### config.mk
export PLATFORM = sky130hd
export DESIGN_NAME = vlan_cmd_engine
export DESIGN_NICKNAME = d
export VERILOG_FILES = /design/src/rtl/vce_pkg.sv /design/src/rtl/vce_ctrl.sv /design/src/rtl/vce_table.sv /design/src/rtl/vlan_cmd_engine.sv
export SDC_FILE = /design/constraint.sdc
export NUM_CORES = 1
export LEC_CHECK = 0
export BUFFER_PORTS_ARGS = -buffer_cell sky130_fd_sc_hd__buf_2
export CELL_PAD_IN_SITES_DETAIL_PLACEMENT = 0
export CELL_PAD_IN_SITES_GLOBAL_PLACEMENT = 1
export CORE_ASPECT_RATIO = 0.6
export CORE_MARGIN = 2
export CORE_UTILIZATION = 49
export DETAILED_ROUTE_END_ITERATION = 8
export PLACE_DENSITY_LB_ADDON = 0.1
export SYNTH_ARGS = -nofsm -noshare
export SYNTH_HDL_FRONTEND = slang
export SYNTH_HIERARCHICAL = 1
export SYNTH_SLANG_ARGS = --single-unit
### constraint.sdc
create_clock -name clk -period 6.4 [get_ports clk]
set_input_delay 0.32 -clock clk [delete_from_list [all_inputs] [get_ports clk]]
set_output_delay 0.32 -clock clk [all_outputs]
set_load 0.05 [all_outputs]
### src/rtl/vce_pkg.sv
`timescale 1ns/1ps
package vce_pkg;
  typedef enum logic [2:0] {
    OP_NOP      = 3'd0,
    OP_FLUSH    = 3'd1,
    OP_LOAD     = 3'd2,
    OP_PURGE    = 3'd3,
    OP_DROPPORT = 3'd4
  } opE;

  typedef struct packed {
    logic launch;
    logic sweep;
    logic commit;
  } strobeT;

  localparam int VID_W  = 12;
  localparam int PORT_W = 4;
endpackage

### src/rtl/vce_ctrl.sv
`timescale 1ns/1ps
module vce_ctrl
  import vce_pkg::*;
#(
  parameter int N_ENTRIES = 16,
  parameter int MASK_W    = 10,
  localparam int IDX_W    = $clog2(N_ENTRIES)
) (
  input  logic              clk,
  input  logic              rstN,
  input  logic              cmdWe,
  input  logic [31:0]       cmdWord,
  input  logic              dataWe,
  input  logic [31:0]       dataWord,
  input  logic              noSlot,
  output strobeT            strb,
  output logic [IDX_W-1:0]  idx,
  output logic [2:0]        op,
  output logic [VID_W-1:0]  cmdVid,
  output logic [PORT_W-1:0] cmdPort,
  output logic [MASK_W-1:0] loadMask,
  output logic [31:0]       statusWord
);
  typedef enum logic [1:0] {ST_IDLE, ST_SWEEP, ST_FINISH} stateE;

  localparam logic [IDX_W-1:0] LAST_IDX = IDX_W'(N_ENTRIES - 1);

  stateE             state;
  logic [2:0]        opQ;
  logic [PORT_W-1:0] portQ;
  logic [VID_W-1:0]  vidQ;
  logic [2:0]        prioQ;
  logic              prioEnQ;
  logic              activeQ;
  logic              fullQ;
  logic [MASK_W-1:0] dataQ;
  logic [MASK_W-1:0] loadMaskQ;
  logic [IDX_W-1:0]  idxQ;
  logic              sweepOp;

  // codes 1..4 walk the table; the rest finish at once
  always_comb begin
    sweepOp = (cmdWord[2:0] != 3'd0) && (cmdWord[2:0] <= 3'd4);
    strb.launch = cmdWe && !activeQ && cmdWord[3];
    strb.sweep  = (state == ST_SWEEP);
    strb.commit = (state == ST_FINISH);
  end

  always_ff @(posedge clk) begin
    if (!rstN) begin
      state     <= ST_IDLE;
      opQ       <= '0;
      portQ     <= '0;
      vidQ      <= '0;
      prioQ     <= '0;
      prioEnQ   <= 1'b0;
      activeQ   <= 1'b0;
      fullQ     <= 1'b0;
      dataQ     <= '0;
      loadMaskQ <= '0;
      idxQ      <= '0;
    end else begin
      if (dataWe) dataQ <= dataWord[MASK_W-1:0];
      case (state)
        ST_IDLE: begin
          if (cmdWe) begin
            opQ     <= cmdWord[2:0];
            portQ   <= cmdWord[8 +: PORT_W];
            vidQ    <= cmdWord[16 +: VID_W];
            prioQ   <= cmdWord[30:28];
            prioEnQ <= cmdWord[31];
            if (cmdWord[3]) begin
              activeQ   <= 1'b1;
              fullQ     <= 1'b0;
              loadMaskQ <= dataQ;
              idxQ      <= '0;
              state     <= sweepOp ? ST_SWEEP : ST_FINISH;
            end
          end
        end
        ST_SWEEP: begin
          idxQ <= idxQ + 1'b1;
          if (idxQ == LAST_IDX) state <= ST_FINISH;
        end
        default: begin
          activeQ <= 1'b0;
          if (opQ == OP_LOAD) fullQ <= noSlot;
          state <= ST_IDLE;
        end
      endcase
    end
  end

  assign idx        = idxQ;
  assign op         = opQ;
  assign cmdVid     = vidQ;
  assign cmdPort    = portQ;
  assign loadMask   = loadMaskQ;
  assign statusWord = {prioEnQ, prioQ, vidQ, 4'b0, portQ, 3'b0, fullQ, activeQ, opQ};
endmodule

### src/rtl/vce_table.sv
`timescale 1ns/1ps
module vce_table
  import vce_pkg::*;
#(
  parameter int N_ENTRIES = 16,
  parameter int MASK_W    = 10,
  localparam int IDX_W    = $clog2(N_ENTRIES)
) (
  input  logic              clk,
  input  logic              rstN,
  input  strobeT            strb,
  input  logic [IDX_W-1:0]  idx,
  input  logic [2:0]        op,
  input  logic [VID_W-1:0]  cmdVid,
  input  logic [PORT_W-1:0] cmdPort,
  input  logic [MASK_W-1:0] loadMask,
  input  logic [VID_W-1:0]  lookupVid,
  output logic [MASK_W-1:0] lookupMask,
  output logic              lookupHit,
  output logic              noSlot
);
  logic [N_ENTRIES-1:0] validQ;
  logic [VID_W-1:0]     vidArr  [N_ENTRIES];
  logic [MASK_W-1:0]    maskArr [N_ENTRIES];

  logic             matchFoundQ, freeFoundQ;
  logic [IDX_W-1:0] matchIdxQ, freeIdxQ;

  logic [MASK_W-1:0] portBit;
  logic [MASK_W-1:0] strippedMask;
  logic              entryHit;
  logic [N_ENTRIES-1:0] hitVec;

  always_comb begin
    for (int b = 0; b < MASK_W; b++) portBit[b] = (32'(cmdPort) == b);
    strippedMask = maskArr[idx] & ~portBit;
    entryHit     = validQ[idx] && (vidArr[idx] == cmdVid);
  end

  always_ff @(posedge clk) begin
    if (!rstN) begin
      validQ      <= '0;
      matchFoundQ <= 1'b0;
      freeFoundQ  <= 1'b0;
      matchIdxQ   <= '0;
      freeIdxQ    <= '0;
      for (int i = 0; i < N_ENTRIES; i++) begin
        vidArr[i]  <= '0;
        maskArr[i] <= '0;
      end
    end else begin
      if (strb.launch) begin
        matchFoundQ <= 1'b0;
        freeFoundQ  <= 1'b0;
      end
      if (strb.sweep) begin
        case (op)
          OP_FLUSH: validQ[idx] <= 1'b0;
          OP_PURGE: if (entryHit) validQ[idx] <= 1'b0;
          OP_DROPPORT: begin
            if (validQ[idx]) begin
              maskArr[idx] <= strippedMask;
              if (strippedMask == '0) validQ[idx] <= 1'b0;
            end
          end
          OP_LOAD: begin
            // remember the first matching and the first free slot
            if (entryHit && !matchFoundQ) begin
              matchFoundQ <= 1'b1;
              matchIdxQ   <= idx;
            end
            if (!validQ[idx] && !freeFoundQ) begin
              freeFoundQ <= 1'b1;
              freeIdxQ   <= idx;
            end
          end
          default: ;
        endcase
      end
      if (strb.commit && (op == OP_LOAD)) begin
        if (matchFoundQ) begin
          validQ[matchIdxQ]  <= 1'b1;
          vidArr[matchIdxQ]  <= cmdVid;
          maskArr[matchIdxQ] <= loadMask;
        end else if (freeFoundQ) begin
          validQ[freeIdxQ]  <= 1'b1;
          vidArr[freeIdxQ]  <= cmdVid;
          maskArr[freeIdxQ] <= loadMask;
        end
      end
    end
  end

  assign noSlot = !matchFoundQ && !freeFoundQ;

  for (genvar g = 0; g < N_ENTRIES; g++) begin : gHit
    assign hitVec[g] = validQ[g] && (vidArr[g] == lookupVid);
  end

  // lowest matching index wins
  always_comb begin
    lookupHit  = |hitVec;
    lookupMask = '0;
    for (int i = N_ENTRIES - 1; i >= 0; i--) begin
      if (hitVec[i]) lookupMask = maskArr[i];
    end
  end
endmodule

### src/rtl/vlan_cmd_engine.sv
`timescale 1ns/1ps
module vlan_cmd_engine
  import vce_pkg::*;
#(
  parameter int N_ENTRIES = 16,
  parameter int MASK_W    = 10
) (
  input  logic              clk,
  input  logic              rstN,
  input  logic              cmdWe,
  input  logic [31:0]       cmdWord,
  input  logic              dataWe,
  input  logic [31:0]       dataWord,
  output logic [31:0]       statusWord,
  input  logic [11:0]       lookupVid,
  output logic [MASK_W-1:0] lookupMask,
  output logic              lookupHit
);
  localparam int IDX_W = $clog2(N_ENTRIES);

  strobeT            strb;
  logic [IDX_W-1:0]  idx;
  logic [2:0]        op;
  logic [VID_W-1:0]  cmdVid;
  logic [PORT_W-1:0] cmdPort;
  logic [MASK_W-1:0] loadMask;
  logic              noSlot;

  vce_ctrl #(.N_ENTRIES(N_ENTRIES), .MASK_W(MASK_W)) ctrl_i (
    .clk(clk), .rstN(rstN), .cmdWe(cmdWe), .cmdWord(cmdWord),
    .dataWe(dataWe), .dataWord(dataWord), .noSlot(noSlot),
    .strb(strb), .idx(idx), .op(op), .cmdVid(cmdVid), .cmdPort(cmdPort),
    .loadMask(loadMask), .statusWord(statusWord)
  );

  vce_table #(.N_ENTRIES(N_ENTRIES), .MASK_W(MASK_W)) table_i (
    .clk(clk), .rstN(rstN), .strb(strb), .idx(idx), .op(op),
    .cmdVid(cmdVid), .cmdPort(cmdPort), .loadMask(loadMask),
    .lookupVid(lookupVid), .lookupMask(lookupMask), .lookupHit(lookupHit),
    .noSlot(noSlot)
  );
endmodule

==> impl_metrics.env, run 1 <==
export IMPL_synthSimpleGateAreaFrac_pct=17.70
export IMPL_crit_top_cell="a221oi_1"
export IMPL_drc=0
export IMPL_nets=2320
export IMPL_synth_edff_count=352
export IMPL_required_ns=6.08
export IMPL_core_um2=48100
export IMPL_async_reset_ff_share_pct=0
export IMPL_relSlewSlack_pct=15.67
export IMPL_grt_max_degree=58
export IMPL_slew_violations=0
export IMPL_grt_setup_unrepaired="no"
export IMPL_seq_area_frac_synth_pct=50.48
export IMPL_dp_cells=2813
export IMPL_clk_latency_ns=0.57
export IMPL_yosysTopAreaCell="edfxtp_1"
export IMPL_synth_cell_type_count=75
export IMPL_fp_row_count=62
export IMPL_hp_class="in2reg"
export IMPL_synth_seq_cells=429
export IMPL_die_y_um=175.4
export IMPL_yosysTopAreaCellShare_pct=44.05
export IMPL_area_growth_pct=10.23
export IMPL_yosys_top_cells_area="edfxtp_1 44%, dfxtp_1 6.4%, xnor2_1 6.0%"
export IMPL_vias_per_cell=6.393
export IMPL_synth_area_um2=23990
export IMPL_htree_num_levels=2
export IMPL_startpoint_type="register"
export IMPL_track_usage_pct=35.05
export IMPL_tightest_slew_ns=1.260
export IMPL_io_pins=123
export IMPL_syn_area_per_cell_um2=10.77
export IMPL_portBuffers=85
export IMPL_synth_fa_ha_area_share_pct=0.05215
export IMPL_timing_critical_path_cells="xnor2_1 -> nand4_1 -> nor4_2 -> nor2b_1 -> a221oi_1 -> o21ai_0 -> a221oi_1 -> o32ai_1 -> buf_2"
export IMPL_final_cells=2916
export IMPL_path_class="reg2out"
export IMPL_fin_crit_ns=5.195
export IMPL_grt_pass1_wl_um=125300
export IMPL_ys_warn_count=6
export IMPL_cts_root_buf="clkbuf_16"
export IMPL_cts_sinks=429
export IMPL_critPathSlowestCell="nor4_2"
export IMPL_hpwl_um=63950
export IMPL_status="finished clean"
export IMPL_cts_tree="done"
export IMPL_timing_fmax_mhz=192.5
export IMPL_period_share_pct=81.18
export IMPL_fin_setup_tns_ns=0
export IMPL_vdd_drop_max_mv=0.1778
export IMPL_fp_dieW_um=289.7
export IMPL_grt_overflow_total=0
export IMPL_finalWirelength_um=89130
export IMPL_ant_nets=0
export IMPL_path_max_fanout=8
export IMPL_numCtsBuffers=43
export IMPL_cellLeakagePower_nw=9.229
export IMPL_clkTransAtPathRegs_ns=0.07
export IMPL_vias=18641
export IMPL_grt_antenna_before_repair=3
export IMPL_drt_first_pass_iters=5
export IMPL_synth_compound_area_share_pct=9.053
export IMPL_power_mw=6.468
export IMPL_die_area_um2=50810
export IMPL_power_density_nw_per_um2=244.5
export IMPL_setup_viol=0
export IMPL_synthXorXnorAreaFrac_pct=7.592
export IMPL_wire_per_inst_um=30.57
export IMPL_post_cts_buffers=0
export IMPL_gp_congestion=0.9551
export IMPL_drtIter0Drc=2909
export IMPL_fin_skew_ns=0.02672
export IMPL_layout_common_cells="352 x edfxtp_1, 288 x nor2_1, 182 x and2_1, 165 x xnor2_1, 153 x nand2_1"
export IMPL_synthFlopType="edfxtp_1"
export IMPL_cp_data_arrival_time_ns=4.88
export IMPL_hold_viol=0
export IMPL_cp_end_kind="primary output"
export IMPL_drive_gt1_share_pct=13.64
export IMPL_synthMuxAreaShare_pct=10.54
export IMPL_start_util_pct=49.89
export IMPL_final_common_cell="edfxtp_1"
export IMPL_syn_inst=2228
export IMPL_crit_path_max_incr_delay_ns=1.02
export IMPL_cap_violations=0
export IMPL_synth_top_family_by_area="simple AND/OR/NAND/NOR gates"
export IMPL_grt_pass1_vias=17338
export IMPL_clk_path_buf_depth=3
[cells by family (layout without fill, tap and decap cells)]
family / after synthesis / count (layout)
buffers and inverters: 236 / 274
flip-flops: 429 / 429
AO/OA/AOI/OAI: 321 / 321
other: 1 / 11
multiplexers: 168 / 168
adder cells (fa/ha/maj): 1 / 1
XOR/XNOR: 208 / 208
AND/OR/NAND/NOR: 864 / 864
[per-layer routing]
| layer | share of wire [%] | up-vias | track usage [%] |
|---|---|---|---|
| li1 | - | 8036 | - |
| met1 | 43 | 9226 | 53.42 |
| met2 | 36 | 1278 | 42.24 |
| met3 | 19 | 97 | 20.68 |
| met4 | 1.5 | 4 | 5.214 |
| met5 | 0.028 | - | 0 |
[registers in the layout (all words and copies together) (netlist names)]
register	cells
ctrl_i/activeQ	1
ctrl_i/cmdPort	4
ctrl_i/cmdVid	12
ctrl_i/dataQ	10
ctrl_i/fullQ	1
ctrl_i/idx	4
ctrl_i/loadMask	10
ctrl_i/op	3
ctrl_i/prioEnQ	1
ctrl_i/prioQ	3
ctrl_i/state	2
table_i/freeFoundQ	1
table_i/freeIdxQ	4
table_i/maskArr	160
table_i/matchFoundQ	1
table_i/matchIdxQ	4
table_i/validQ	16
table_i/vidArr	192
[worst paths after layout]
kind | start | to | slack, ns | cells after the start
worst max-delay path | table_i/vidArr[10][10] | lookupMask[8] | 1.20 | 9
worst min-delay path | cmdWord[10] | ctrl_i/cmdPort[2] | 0.03 | 3
worst max register to register | ctrl_i/idx[1] | table_i/validQ[15] | 1.29 | 8
worst min register to register | ctrl_i/prioQ[0] | ctrl_i/prioQ[0] | 0.46 | 2
[per-stage QoR]
step,instance area (µm²),util [%],setup slack (ns),hold slack [ns]
3_5_place_dp,24850,51.66,1.565,0.4475
5_1_grt,26440,54.98,1.056,0.02477
3_3_place_gp,24850,51.66,1.596,0.4418
2_1_floorplan,24020,-,2.043,0.4355
6_report,26450,54.99,1.205,0.02604
4_1_cts,26440,54.97,1.480,0.002771
[Yosys cell counts (all sizes together), types with 21 or more instances]
master,count
nand3,57
o21ai,45
xnor2,165
nor2b,21
and2,183
clkbuf,133
buf,77
xor2,43
a21oi,95
nand2,153
inv,22
edfxtp,352
nor4,31
mux4,66
mux2i,96
a22oi,29
nor3,34
nor2,289
nand4,32
nand2b,30
dfxtp,77
[critical path, delay by kind of cell, from the launching register on]
family | cells | cell delay, ns
flip-flops | 1 | 0.46
XOR/XNOR | 1 | 0.20
AO/OA/AOI/OAI | 4 | 1.74
buffers and inverters | 1 | 0.27
AND/OR/NAND/NOR | 3 | 1.62
[report_power, final]
group / internal [mW] / leakage [nW] / switching [mW]
Clock: 1.46 / 0.670 / 1.13
Combinational: 0.216 / 4.30 / 0.436
Sequential: 3.11 / 4.26 / 0.120
[layout make-up]
cell class / count / area, µm²
Fill cell: 4176 / 21650
Sequential cell: 429 / 12120
Multi-Input combinational cell: 1569 / 10890
Clock buffer: 64 / 1237
Timing Repair Buffer: 170 / 1141
Tap cell: 640 / 800.8
Clock inverter: 14 / 145.1
Inverter: 26 / 97.59
Antenna cell: 4 / 10.01
[timing repair]
action | 4_1_cts | 5_1_grt
hold buffers | 21 | 0
endpoints found under the hold margin | 21 | 0
resized for setup | 0 | 0
(Power assumes the default switching activity.)
==> inputs of run 2 (changes only) <==
Clock period 6.4 ns to 5.35 ns, I/O delays scaled along.
==> impl_metrics.env, run 2 (synthesis results as in run 1) <==
export IMPL_status="finished clean"
export IMPL_clock_power_share_pct=39.4
export IMPL_fin_skew_ns=0.01640
export IMPL_clk_latency_ns=0.56
export IMPL_p_switching_mw=1.978
export IMPL_critical_path_buf_inv_count=1
export IMPL_relSlewSlack_pct=14.92
export IMPL_core_um2=48100
export IMPL_hp_class="in2reg"
export IMPL_nets=2374
export IMPL_vias_per_cell=6.348
export IMPL_post_cts_buffers=0
export IMPL_path_max_fanout=10
export IMPL_period_share_pct=89.59
export IMPL_critPathSlowestCell="or4_1"
export IMPL_drtIter0Drc=3008
export IMPL_numCtsBuffers=43
export IMPL_path_class="reg2out"
export IMPL_cap_violations=0
export IMPL_setup_viol=0
export IMPL_startpoint_type="register"
export IMPL_grt_setup_unrepaired="no"
export IMPL_final_cells=2967
export IMPL_die_area_um2=50810
export IMPL_fin_crit_ns=4.793
export IMPL_clk_path_buf_depth=3
export IMPL_cts_root_buf="clkbuf_16"
export IMPL_final_common_cell="edfxtp_1"
export IMPL_seqPwrFrac_pct=50.2
export IMPL_cts_tree="done"
export IMPL_grt_max_degree=50
export IMPL_layout_common_cells="352 x edfxtp_1, 288 x nor2_1, 182 x and2_1, 165 x xnor2_1, 153 x nand2_1"
export IMPL_grt_pass1_vias=17507
export IMPL_cts_sinks=429
export IMPL_die_y_um=175.4
export IMPL_track_usage_pct=33.62
export IMPL_top_register="table_i/vidArr"
export IMPL_grt_overflow_total=0
export IMPL_timing_critical_path_cells="xnor2_1 -> nand4_1 -> or4_1 -> nand3_1 -> a311oi_1 -> a21oi_1 -> o21ai_0 -> a221oi_1 -> o32ai_1 -> buf_2"
export IMPL_htree_num_levels=2
export IMPL_cp_depth=10
export IMPL_hold_depth=3
export IMPL_area_growth_pct=11.85
export IMPL_fp_dieW_um=289.7
export IMPL_grt_antenna_before_repair=2
export IMPL_slew_violations=0
export IMPL_hpwl_um=63810
export IMPL_required_ns=5.08
export IMPL_cp_end_kind="primary output"
export IMPL_wire_per_inst_um=28.80
export IMPL_portBuffers=85
export IMPL_io_pins=123
export IMPL_swShare_pct=25.87
export IMPL_hold_viol=0
export IMPL_crit_path_max_incr_delay_ns=0.96
export IMPL_fp_row_count=62
export IMPL_reg2regPathDepth=9
export IMPL_fin_setup_tns_ns=0
export IMPL_clkTransAtPathRegs_ns=0.06
export IMPL_cellLeakagePower_nw=9.475
export IMPL_gp_congestion=0.9442
export IMPL_p_comb_share_pct=10.5
export IMPL_timing_fmax_mhz=208.6
export IMPL_largest_registers="table_i/vidArr x192, table_i/maskArr x160, table_i/validQ x16"
export IMPL_internal_power_mw=5.667
export IMPL_largest_reg_flops=192
export IMPL_vdd_drop_max_mv=0.2213
export IMPL_start_util_pct=49.89
export IMPL_drt_first_pass_iters=6
export IMPL_tightest_slew_ns=1.268
export IMPL_power_density_nw_per_um2=284.8
export IMPL_vias=18835
export IMPL_critical_path_top_delay_family="compound AO/OA/AOI/OAI gates"
export IMPL_grt_pass1_wl_um=122800
export IMPL_drive_gt1_share_pct=15.35
export IMPL_finalWirelength_um=85450
export IMPL_dp_cells=2854
export IMPL_cp_data_arrival_time_ns=4.53
export IMPL_ant_nets=0
export IMPL_drc=0
[run 2: cell count changes in the layout (fill, tap and decap cells not counted), sizes merged]
cell,before,now
clkbuf,64,58
buf,149,191
diode,4,1
clkinv,12,20
dlygate4sd3,21,33
clkinvlp,1,2
inv,24,22
bufinv,3,2
[run 2: per-layer routing]
| layer | part of all wire [%] | GRT usage, % |
|---|---|---|
| met5 | 0.015 | 0 |
| met4 | 1.2 | 4.701 |
| met3 | 16 | 12.62 |
| met2 | 37 | 42.18 |
| met1 | 45 | 54.68 |
[run 2: worst register-to-register path, cell delays in order (launching register included)]
cell,delay [ns]
dfxtp_4,0.91
buf_4,0.48
mux4_2,0.55
nor2_1,0.26
o21ai_1,0.13
xor2_1,0.15
nor4_1,0.65
a31oi_1,0.33
nor4_1,0.64
o221ai_1,0.23
[run 2: timing repair]
item / CTS / global route
hold buffers: 33 / 0
endpoints found under the hold margin: 33 / 0
gates resized for setup: 0 / 0
[run 2: final cells by class]
class	count	area, µm²
Fill cell	4187	21260
Tap cell	640	800.8
Inverter	26	97.59
Multi-Input combinational cell	1569	10890
Antenna cell	1	2.502
Sequential cell	429	12120
Clock buffer	58	1205
Clock inverter	20	147.6
Timing Repair Buffer	224	1577
[run 2: worst paths after layout]
kind	from	endpoint	slack (ns)
setup / recovery	table_i/vidArr[14][2]	lookupMask[2]	0.56
hold / removal	dataWe	ctrl_i/dataQ[7]	0.16
setup reg to reg	ctrl_i/idx[1]	table_i/validQ[4]	0.86
hold reg to reg	ctrl_i/prioQ[2]	ctrl_i/prioQ[2]	0.45
[run 2: power by group through the flow]
stage | Combinational (mW) | Sequential (mW) | Clock [mW]
2_1_floorplan | 0.516 | 3.85 | 0
3_3_place_gp | 0.755 | 3.90 | 0
3_5_place_dp | 0.760 | 3.90 | 0
4_1_cts | 0.781 | 3.83 | 3.02
5_1_grt | 0.838 | 3.85 | 3.15
6_report | 0.800 | 3.84 | 3.01
[run 2: stage by stage]
stage | hold WS (ns) | worst slack, ns | power, mW | utilization, % | instance area (µm²)
after CTS | 0.1463 | 0.7030 | 7.631 | 55.78 | 26830
after global placement | 0.4437 | 1.096 | 4.653 | 52.28 | 25150
after global routing | 0.1685 | 0.5268 | 7.834 | 55.80 | 26840
final | 0.1644 | 0.5570 | 7.644 | 55.80 | 26840
after floorplan | 0.4035 | 1.098 | 4.363 | - | 24020
after detailed placement | 0.4431 | 1.045 | 4.662 | 52.28 | 25150
